[config.mk]
export PLATFORM = sky130hd
export DESIGN_NAME = i2c_tgt_frontend
export DESIGN_NICKNAME = d
export VERILOG_FILES = /design/src/rtl/i2c_tgt_pkg.sv /design/src/rtl/i2c_tgt_linesync.sv /design/src/rtl/i2c_tgt_engine.sv /design/src/rtl/i2c_tgt_frontend.sv
export SDC_FILE = /design/constraint.sdc
export NUM_CORES = 1
export LEC_CHECK = 0
export BUFFER_PORTS_ARGS = -buffer_cell sky130_fd_sc_hd__clkbuf_2
export CAP_MARGIN = 40
export CORE_MARGIN = 3
export CORE_UTILIZATION = 44
export DETAILED_ROUTE_END_ITERATION = 10
export HOLD_SLACK_MARGIN = 0.05
export SYNTH_ARGS = -nofsm -noshare
export SYNTH_HDL_FRONTEND = slang
export SYNTH_HIERARCHICAL = 1
export SYNTH_SLANG_ARGS = --single-unit
[constraint.sdc]
create_clock -name clk -period 2.4 [get_ports clk]
set_input_delay 0 -clock clk [delete_from_list [all_inputs] [get_ports clk]]
set_output_delay 0 -clock clk [all_outputs]
set_load 0.1 [all_outputs]
[src/rtl/i2c_tgt_pkg.sv]
package i2c_tgt_pkg;
   typedef enum logic [2:0] {
      ST_IDLE,
      ST_RX,
      ST_ACK,
      ST_TX,
      ST_TXACK
   } tgt_state_e;

   typedef enum logic [1:0] {
      BK_ADDR,
      BK_WDATA,
      BK_GCDATA
   } byte_kind_e;

   localparam logic [4:0] HS_PREFIX = 5'b00001;
   localparam logic [7:0] GC_ADDR   = 8'h00;
endpackage

[src/rtl/i2c_tgt_linesync.sv]
module i2c_tgt_linesync #(
   parameter int STAGES = 2
) (
   input  logic clk,
   input  logic rst_n,
   input  logic scl_i,
   input  logic sda_i,
   output logic scl_o,
   output logic sda_o,
   output logic scl_rise_o,
   output logic scl_fall_o,
   output logic start_o,
   output logic stop_o
);
   if (STAGES < 2) begin : g_bad_stages
      $error("i2c_tgt_linesync: STAGES must be at least 2");
   end

   logic [STAGES-1:0] scl_ff, sda_ff;
   logic              scl_q, sda_q;

   for (genvar g = 0; g < STAGES; g++) begin : g_chain
      always_ff @(posedge clk or negedge rst_n) begin
         if (!rst_n) begin
            scl_ff[g] <= 1'b1;
            sda_ff[g] <= 1'b1;
         end else if (g == 0) begin
            scl_ff[g] <= scl_i;
            sda_ff[g] <= sda_i;
         end else begin
            scl_ff[g] <= scl_ff[(g == 0) ? 0 : g-1];
            sda_ff[g] <= sda_ff[(g == 0) ? 0 : g-1];
         end
      end
   end

   always_ff @(posedge clk or negedge rst_n) begin
      if (!rst_n) begin
         scl_q <= 1'b1;
         sda_q <= 1'b1;
      end else begin
         scl_q <= scl_ff[STAGES-1];
         sda_q <= sda_ff[STAGES-1];
      end
   end

   assign scl_o      = scl_ff[STAGES-1];
   assign sda_o      = sda_ff[STAGES-1];
   assign scl_rise_o = !scl_q && scl_o;
   assign scl_fall_o = scl_q && !scl_o;
   // conditions need SCL high on both samples around the SDA edge
   assign start_o    = scl_q && scl_o && sda_q && !sda_o;
   assign stop_o     = scl_q && scl_o && !sda_q && sda_o;
endmodule

[src/rtl/i2c_tgt_engine.sv]
module i2c_tgt_engine
   import i2c_tgt_pkg::*;
#(
   parameter logic [6:0] DEV_ADDR      = 7'h48,
   parameter logic [7:0] GC_RESET_CODE = 8'h06,
   parameter logic [7:0] GC_ACK_CODE   = 8'h04,
   parameter int         BITS          = 8
) (
   input  logic            clk,
   input  logic            rst_n,
   input  logic            start_i,
   input  logic            stop_i,
   input  logic            scl_rise_i,
   input  logic            scl_fall_i,
   input  logic            sda_i,
   input  logic [BITS-1:0] rd_data_i,
   output logic            sda_oe_o,
   output logic            wr_stb_o,
   output logic [BITS-1:0] wr_data_o,
   output logic            rd_stb_o,
   output logic            gc_reset_o,
   output logic            hs_set_o
);
   localparam int CNT_W = $clog2(BITS);
   localparam logic [CNT_W-1:0] LAST = CNT_W'(BITS-1);

   if (BITS != 8) begin : g_bad_bits
      $error("i2c_tgt_engine: I2C bytes are 8 bits");
   end
   if (DEV_ADDR[6:3] == 4'b0000) begin : g_bad_addr
      $error("i2c_tgt_engine: DEV_ADDR lies in the reserved range");
   end

   tgt_state_e       state;
   byte_kind_e       kind;
   logic [CNT_W-1:0] cnt;
   logic [BITS-1:0]  sh;
   logic             full, ack_q, rd_mode, gc_sel, mack;

   logic [BITS-1:0]  byte_in;
   logic             last_bit;
   assign byte_in  = {sh[BITS-2:0], sda_i};
   assign last_bit = (cnt == LAST);

   always_ff @(posedge clk or negedge rst_n) begin
      if (!rst_n) begin
         state      <= ST_IDLE;
         kind       <= BK_ADDR;
         cnt        <= '0;
         sh         <= '0;
         full       <= 1'b0;
         ack_q      <= 1'b0;
         rd_mode    <= 1'b0;
         gc_sel     <= 1'b0;
         mack       <= 1'b0;
         wr_stb_o   <= 1'b0;
         wr_data_o  <= '0;
         rd_stb_o   <= 1'b0;
         gc_reset_o <= 1'b0;
         hs_set_o   <= 1'b0;
      end else begin
         wr_stb_o   <= 1'b0;
         rd_stb_o   <= 1'b0;
         gc_reset_o <= 1'b0;
         hs_set_o   <= 1'b0;
         if (start_i) begin
            // any start, repeated or not, drops the byte in progress
            state <= ST_RX;
            kind  <= BK_ADDR;
            cnt   <= '0;
            full  <= 1'b0;
         end else if (stop_i) begin
            state <= ST_IDLE;
            full  <= 1'b0;
         end else begin
            unique case (state)
               ST_RX: begin
                  if (scl_rise_i) begin
                     sh  <= byte_in;
                     cnt <= cnt + 1'b1;
                     if (last_bit) begin
                        full <= 1'b1;
                        unique case (kind)
                           BK_ADDR: begin
                              gc_sel  <= (byte_in == GC_ADDR);
                              rd_mode <= byte_in[0];
                              if (byte_in[7:3] == HS_PREFIX) begin
                                 hs_set_o <= 1'b1;
                                 ack_q    <= 1'b0;
                              end else begin
                                 ack_q <= (byte_in == GC_ADDR) ||
                                          (byte_in[7:1] == DEV_ADDR);
                              end
                           end
                           BK_WDATA:  ack_q <= 1'b1;
                           default:   ack_q <= (byte_in == GC_RESET_CODE) ||
                                               (byte_in == GC_ACK_CODE);
                        endcase
                     end
                  end else if (scl_fall_i && full) begin
                     full <= 1'b0;
                     if (ack_q) begin
                        state <= ST_ACK;
                        if (kind == BK_WDATA) begin
                           wr_stb_o  <= 1'b1;
                           wr_data_o <= sh;
                        end
                        if (kind == BK_GCDATA && sh == GC_RESET_CODE) begin
                           gc_reset_o <= 1'b1;
                        end
                     end else begin
                        state <= ST_IDLE;
                     end
                  end
               end
               ST_ACK: begin
                  if (scl_fall_i) begin
                     cnt <= '0;
                     if (kind == BK_ADDR && rd_mode && !gc_sel) begin
                        state    <= ST_TX;
                        sh       <= rd_data_i;
                        rd_stb_o <= 1'b1;
                     end else begin
                        state <= ST_RX;
                        if (kind == BK_ADDR) begin
                           kind <= gc_sel ? BK_GCDATA : BK_WDATA;
                        end
                     end
                  end
               end
               ST_TX: begin
                  if (scl_fall_i) begin
                     if (last_bit) begin
                        state <= ST_TXACK;
                        cnt   <= '0;
                     end else begin
                        sh  <= {sh[BITS-2:0], 1'b0};
                        cnt <= cnt + 1'b1;
                     end
                  end
               end
               ST_TXACK: begin
                  if (scl_rise_i) begin
                     mack <= !sda_i;
                  end else if (scl_fall_i) begin
                     if (mack) begin
                        state    <= ST_TX;
                        sh       <= rd_data_i;
                        rd_stb_o <= 1'b1;
                        cnt      <= '0;
                     end else begin
                        state <= ST_IDLE;
                     end
                  end
               end
               default: ;
            endcase
         end
      end
   end

   assign sda_oe_o = (state == ST_ACK) || (state == ST_TX && !sh[BITS-1]);

   a_r4_wr_stb_single: assert property (@(posedge clk) disable iff (!rst_n)
      wr_stb_o |=> !wr_stb_o);
   a_r5_rd_stb_single: assert property (@(posedge clk) disable iff (!rst_n)
      rd_stb_o |=> !rd_stb_o);
   a_r7_gc_reset_single: assert property (@(posedge clk) disable iff (!rst_n)
      gc_reset_o |=> !gc_reset_o);
endmodule

[src/rtl/i2c_tgt_frontend.sv]
module i2c_tgt_frontend #(
   parameter logic [6:0] DEV_ADDR      = 7'h48,
   parameter int         SYNC_STAGES   = 2,
   parameter logic [7:0] GC_RESET_CODE = 8'h06,
   parameter logic [7:0] GC_ACK_CODE   = 8'h04
) (
   input  logic       clk,
   input  logic       rst_n,
   input  logic       scl_i,
   input  logic       sda_i,
   output logic       sda_oe_o,
   output logic       wr_stb_o,
   output logic [7:0] wr_data_o,
   output logic       rd_stb_o,
   input  logic [7:0] rd_data_i,
   output logic       gc_reset_o,
   output logic       hs_mode_o
);
   logic scl_s, sda_s, scl_rise, scl_fall, start_c, stop_c, hs_set;

   i2c_tgt_linesync #(.STAGES(SYNC_STAGES)) sync_i (
      .clk        (clk),
      .rst_n      (rst_n),
      .scl_i      (scl_i),
      .sda_i      (sda_i),
      .scl_o      (scl_s),
      .sda_o      (sda_s),
      .scl_rise_o (scl_rise),
      .scl_fall_o (scl_fall),
      .start_o    (start_c),
      .stop_o     (stop_c)
   );

   i2c_tgt_engine #(
      .DEV_ADDR      (DEV_ADDR),
      .GC_RESET_CODE (GC_RESET_CODE),
      .GC_ACK_CODE   (GC_ACK_CODE),
      .BITS          (8)
   ) engine_i (
      .clk        (clk),
      .rst_n      (rst_n),
      .start_i    (start_c),
      .stop_i     (stop_c),
      .scl_rise_i (scl_rise),
      .scl_fall_i (scl_fall),
      .sda_i      (sda_s),
      .rd_data_i  (rd_data_i),
      .sda_oe_o   (sda_oe_o),
      .wr_stb_o   (wr_stb_o),
      .wr_data_o  (wr_data_o),
      .rd_stb_o   (rd_stb_o),
      .gc_reset_o (gc_reset_o),
      .hs_set_o   (hs_set)
   );

   // flag survives repeated starts, only a stop clears it
   always_ff @(posedge clk or negedge rst_n) begin
      if (!rst_n)       hs_mode_o <= 1'b0;
      else if (stop_c)  hs_mode_o <= 1'b0;
      else if (hs_set)  hs_mode_o <= 1'b1;
   end

   a_r2_drive_begins_scl_low: assert property (@(posedge clk) disable iff (!rst_n)
      $rose(sda_oe_o) |-> !scl_s);
   a_r9_hs_rise_undriven: assert property (@(posedge clk) disable iff (!rst_n)
      $rose(hs_mode_o) |-> !sda_oe_o);
   a_r10_hs_clear_on_stop: assert property (@(posedge clk) disable iff (!rst_n)
      stop_c |=> !hs_mode_o);
endmodule

Word-level counts from Yosys, hierarchy flattened
Cells that the tools add are included.
{"block": "totals", "ff_bits": 40, "in_bits": 12, "output_inout_bits": 13, "wordCells": 180}
{"block": "classes", "n_addsub": 1, "n_eq_ne": 36, "muxes": 78, "bitwise_logic": 3, "n_reduce_logical": 41}
{"cell": "8-bit 2-to-1 mux", "count": 8}
{"cell": "3-bit 2-to-1 mux", "count": 18}
{"cell": "1-bit 2-to-1 mux", "count": 37}
{"cell": "8-bit one-hot mux with 4 select lines", "count": 1}
{"cell": "8-bit by 3-bit equality test with 1-bit output (second input constant)", "count": 3}
{"cell": "3-bit one-hot mux with 4 select lines", "count": 2}
{"cell": "2-bit 2-to-1 mux", "count": 10}
{"cell": "4-bit by 1-bit != test with 1-bit output (second input constant)", "count": 5}
{"cell": "2-bit by 1-bit != test with 1-bit output (second input constant)", "count": 8}
{"cell": "8-bit AND reduction", "count": 2}
{"cell": "3-bit by 1-bit != test with 1-bit output (second input constant)", "count": 5}
{"cell": "1-bit logical AND", "count": 12}
{"cell": "4-bit by 2-bit != test with 1-bit output (second input constant)", "count": 3}
{"cell": "11-bit AND reduction", "count": 1}
{"cell": "5-bit AND reduction", "count": 2}
{"cell": "8-bit zero test", "count": 1}
{"cell": "2-bit nonzero test", "count": 4}
{"cell": "4-bit nonzero test", "count": 2}
{"cell": "7-bit equality test (second input constant)", "count": 1}
{"cell": "7-bit AND reduction", "count": 1}
{"cell": "3-bit by 2-bit equality test with 1-bit output (second input constant)", "count": 2}
{"cell": "3-bit equality test (second input constant)", "count": 2}
{"cell": "1-bit zero test", "count": 6}
{"cell": "6-bit AND reduction", "count": 1}
{"cell": "other kinds (16)", "count": 22}

Depth between registers and ports, before layout
{"block": "depth", "word_depth": 9, "mapped_depth": 7, "mapped_depth_nobuf": 6}

Hierarchy
Netlist, hierarchy kept.
{"module": "i2c_tgt_engine", "n_inst": 1, "cells_each": 164, "area_each_um2": 1809.2, "seq_area_each_um2": 825.8}
{"module": "i2c_tgt_linesync", "n_inst": 1, "cells_each": 10, "area_each_um2": 190.2, "seq_area_each_um2": 157.7}
{"module": "i2c_tgt_frontend", "n_inst": 1, "cells_each": 2, "area_each_um2": 35.0, "seq_area_each_um2": 25.0}

Least setup slack after synthesis
No wires, ideal clock.
{"block": "synth_timing", "path_type": "reg-to-output", "startpoint": "register engine_i.state[2]", "endpoint": "output sda_oe_o", "arrival_time_ps": 2230, "path_slack_ps": 170, "path_stages_with_launch": 4, "path_cell_list": "dfrtp_1 -> buf_2 -> nand2b_1 -> a21oi_1"}
{"block": "synth_via", "elab_chain_len": 3}
{"item": "start, declared", "line": "i2c_tgt_engine.sv:34", "text": "tgt_state_e state;"}
{"item": "start signal, assigned", "line": "i2c_tgt_engine.sv:47", "text": "state <= ST_IDLE;"}
{"item": "start signal, assigned", "line": "i2c_tgt_engine.sv:68", "text": "state <= ST_RX;"}
{"item": "start signal, assigned", "line": "i2c_tgt_engine.sv:73", "text": "state <= ST_IDLE;"}
{"item": "3-bit by 2-bit equality test with 1-bit output", "line": "i2c_tgt_engine.sv:162", "text": "assign sda_oe_o = (state == ST_ACK) || (state == ST_TX && !sh[BITS-1]);"}
{"item": "1-bit logical AND", "line": "i2c_tgt_engine.sv:162"}
{"item": "1-bit logical OR *", "line": "i2c_tgt_engine.sv:162"}
{"item": "end, declared", "line": "i2c_tgt_frontend.sv:11", "text": "output logic sda_oe_o,"}
Mark *: on every way between the ends. The rest lies on a longest branch, timed or not.

Worst setup path after layout
{"block": "layout_timing", "startpoint": "register sync_i.sda_q", "endpoint": "register engine_i.wr_data_o[0]"}
{"block": "layout_via", "elab_chain_len": 5}
{"item": "start, declared", "line": "i2c_tgt_linesync.sv:20", "text": "logic scl_q, sda_q;"}
{"item": "start signal, assigned", "line": "i2c_tgt_linesync.sv:43", "text": "sda_q <= sda_ff[STAGES-1];"}
{"item": "1-bit zero test", "line": "i2c_tgt_linesync.sv:53", "text": "assign stop_o = scl_q && scl_o && !sda_q && sda_o;"}
{"item": "1-bit logical AND (2 in a row)", "line": "i2c_tgt_linesync.sv:53"}
{"item": "net stop_c", "line": "i2c_tgt_frontend.sv:19", "text": "logic scl_s, sda_s, scl_rise, scl_fall, start_c, stop_c, hs_set;"}
{"item": "1-bit inverter (no source line)"}
{"item": "7-bit AND reduction (no source line)"}
{"item": "end signal, assigned", "line": "i2c_tgt_engine.sv:106", "text": "wr_data_o <= sh;"}
{"item": "end, declared", "line": "i2c_tgt_engine.sv:19", "text": "output logic [BITS-1:0] wr_data_o,"}
The timed path passes the listed nets, and every way through them passes these cells.
A chain may end at the register's enable or synchronous reset.

==> results.py <==
metrics = {
    "global_route": {
        "grt_pass1_wl_mm": 7.53,
        "grt_pass1_vias": 1590,
        "antenna_found_initial": 0,
        "grtUsageTotal_pct": 18.4,
        "gr-total-overflow": 0,
        "grt_max_degree": 33,
    },
    "hold_path": {
        "worstHoldPathCells": 3,
        "min_to": "engine_i/sh[1]$_DFFE_PN0P_",
        "hold_class": "input pin to flop",
        "hold_path.startpoint": "rd_data_i[1]",
    },
    "setup_path": {
        "path_max_fanout": 9,
        "slowest_delay_ns": 0.53,
        "r2r-end": "engine_i/wr_data_o[0]$_DFFE_PN0P_",
        "r2r-start": "sync_i/sda_q$_DFF_PN1_",
        "cp-end-kind": "flop",
        "crit_chain": "and4b_1, nor4bb_1, nand4b_1, or3_1, mux2_2",
        "worstSetupStartpointType": "flop",
        "critPathSlowestCell": "dfstp_2",
        "critPathBufInv": 0,
        "crit_type": "flop to flop",
        "r2r_cells": 5,
        "cpLargestDelayFamily": "simple AND/OR/NAND/NOR gates",
        "r2r_slack_ns": 0.18,
        "cp.required_ns": 2.58,
        "arrival_ns": 2.39,
    },
    "cells_and_area": {
        "drive_above_1_share_pct": 37.9,
        "layout.nets": 227,
        "antenna_cells": 0,
        "final_cell_mix": "dfrtp_1 (34), mux2_2 (26), clkbuf_2 (24), nor2_1 (12), buf_4 (9)",
        "syn_to_final_growth_pct": 18.6,
        "layout_commonest_cell": "dfrtp_1",
    },
    "power_and_ir_drop": {
        "p_leak_uw": 0.00110,
        "internal_power_uw": 1310,
        "max-vdd-ir-drop_mv": 0.429,
        "comb_power_share_pct": 20.8,
        "p_seq_share_pct": 49.7,
        "p_sw_share_pct": 29.0,
        "powerDensity_nw_per_um2": 763,
        "clkPwrFrac_pct": 29.5,
        "p_total_uw": 1840,
        "p_sw_uw": 534,
    },
    "route": {
        "drt-total-wl_mm": 4.49,
        "vias_per_cell": 5.75,
        "drc": 0,
        "drtIter0Drc": 125,
        "drt_first_pass_iters": 4,
        "via_count": 1530,
        "wl_per_cell_um": 16.9,
        "drtAntennaViolNets": 0,
    },
    "place": {
        "dp_hpwl_mm": 3.33,
        "gp_congestion": 0.841,
        "numPortBuffers": 24,
    },
    "synthesis": {
        "synth_top_family_by_area": "simple AND/OR/NAND/NOR gates",
        "synth-compound-area-share_pct": 12.0,
        "ys_seq_elements": 40,
        "synth_nets": 190,
        "synthMuxAreaShare_pct": 15.9,
        "yosysUniqueCellTypes": 45,
        "synth_seq_area_share_pct": 49.6,
        "synth_fa_ha_area_share_pct": 1.23,
        "synth-simple-area-share_pct": 18.5,
        "async_reset_ff_share_pct": 100,
        "synth-edff-count": 0,
        "synth_area_sq_um": 2030,
        "syn_inst": 176,
        "synthXorXnorAreaFrac_pct": 0,
        "yosys_warnings": 6,
        "synth_ff_type": "dfrtp_1",
        "avgSynthCellArea_sq_um": 11.6,
    },
    "floorplanning": {
        "die_y_um": 74,
        "dieArea_sq_um": 5480,
        "core_area_sq_um": 4410,
        "num_rows": 24,
        "dieWidth_um": 74,
        "io_pins": 25,
        "initial_core_util_pct": 46.1,
    },
    "clocking": {
        "numCtsBuffers": 5,
        "clk_pin_slew_ns": 0.08,
        "cts_tree": "built",
        "ctsHtreeMaxLevel": 2,
        "clock_sinks": 40,
        "insertion_delay_ns": 0.29,
        "postCtsSetupBuffers": 0,
        "cts_root_buf": "clkbuf_8",
        "clockBufferDepth": 2,
    },
    "timing": {
        "hold_viol": 0,
        "timing.fmax_mhz": 451,
        "rsz0062_at_grt": "false",
        "tightest_slew_ns": 0.553,
        "setup-violations-final": 0,
        "finalCriticalPeriod_ns": 2.22,
        "setup_tns_ns": 0,
        "fin_crit_sh_pct": 92.4,
        "drv_slew": 0,
        "max_slew_margin_pct": 63.1,
        "skew_ns": 0.00402,
    },
    "flow_run": {
        "cap_violations": 0,
    },
    "run_status": {
        "status": "completed",
    },
}
==> cells in the mapped netlist (all sizes together), types with 2 or more instances <==
cell | count | share of area [%]
nor4b | 2 | 0.86
a31oi | 2 | 0.61
buf | 7 | 1.9
nand3 | 7 | 2.0
nor3 | 4 | 0.98
a221oi | 2 | 1.7
a21oi | 8 | 2.2
nor4 | 2 | 0.61
nand4 | 2 | 0.61
mux2i | 3 | 1.5
a311oi | 2 | 1.2
nand2b | 4 | 1.2
dfstp | 6 | 7.7
inv | 5 | 0.92
nand2 | 7 | 1.3
nor3b | 2 | 0.74
o21ai | 6 | 1.5
o2111ai | 2 | 0.86
or3 | 3 | 0.92
nor2b | 6 | 1.8
dfrtp | 34 | 42
and4b | 4 | 2.0
mux2 | 26 | 14
nor2 | 12 | 2.2
nand4b | 3 | 1.3
ha | 2 | 1.2
==> logic make-up after synthesis <==
kind of cell | count (synthesis)
compound gates | 31
mux | 29
simple gates | 62
flops | 40
fa+ha+maj | 2
buf+inv | 12
==> layer usage <==
metal | routed length (um) | GRT usage [%] | vias to the layer above
li1 | - | - | 731
met1 | 1920 | 22.5 | 757
met2 | 2260 | 31.1 | 35
met3 | 230 | 5.54 | 7
met4 | 81 | 6.24 | 0
met5 | 0 | 0 | -
==> flip-flops by register name, summed over array words and instances (netlist names), 2 cells and up <==
name,flops
engine_i/wr_data_o,8
engine_i/kind,2
engine_i/cnt,3
engine_i/state,3
engine_i/sh,8
==> worst reg2reg max path: cells and delay by family (launching register included) <==
kind          cells  cell delay (ns)
flops             1             0.53
simple gates      4             1.23
mux               1             0.35
==> worst max path at each step <==
stage | startpoint | to | slack [ns] | depth (start not counted)
6_report | sync_i/sda_q$_DFF_PN1_ | engine_i/wr_data_o[0]$_DFFE_PN0P_ | 0.18 | 5
3_3_place_gp | sync_i/scl_o$_DFF_PN1_ | engine_i/sh[2]$_DFFE_PN0P_ | 0.25 | 5
2_1_floorplan | engine_i/state[2]$_DFFE_PN0P_ | sda_oe_o | 0.17 | 3
3_5_place_dp | sync_i/scl_o$_DFF_PN1_ | engine_i/sh[6]$_DFFE_PN0P_ | 0.14 | 5
5_1_grt | sync_i/sda_q$_DFF_PN1_ | engine_i/wr_data_o[3]$_DFFE_PN0P_ | 0.05 | 5
4_1_cts | sync_i/scl_o$_DFF_PN1_ | engine_i/sh[6]$_DFFE_PN0P_ | 0.13 | 5
==> cell type report <==
cell class	instances	area, sq um
clock inverter	3	42.5
timing repair buffer	37	238
inverter	5	18.8
clock buffer	5	68.8
fill	404	2000
multi-input combinational	124	971
sequential	40	1010
tap	52	65.1
==> power groups by stage <==
stage	clock network, uW	logic, uW	registers (uW)
after global routing	596	425	932
after global placement	0	362	925
after floorplan	0	288	884
after detailed placement	0	381	928
final	543	383	916
after CTS	565	386	915
==> per-stage QoR <==
| stage | utilization, % | instance area [sq um] | hold slack [ns] | instances | setup slack [ns] |
|---|---|---|---|---|---|
| after CTS | 54.6 | 2410 | 0.0608 | 266 | 0.131 |
| after detailed placement | 51.4 | 2270 | -0.111 | 255 | 0.141 |
| after global routing | 54.6 | 2410 | 0.0678 | 266 | 0.0525 |
| after global placement | 50.9 | 2250 | 0.0867 | 254 | 0.252 |
| final | 54.6 | 2410 | 0.0707 | 266 | 0.182 |
| after floorplan | - | 2030 | -0.296 | 176 | 0.170 |
==> repair_timing <==
action	CTS	global route
resized for setup	0	1
hold buffers	3	0
hold endpoints to repair	36	0
setup endpoints to repair	0	8
Power figures use the tool's default switching activity.
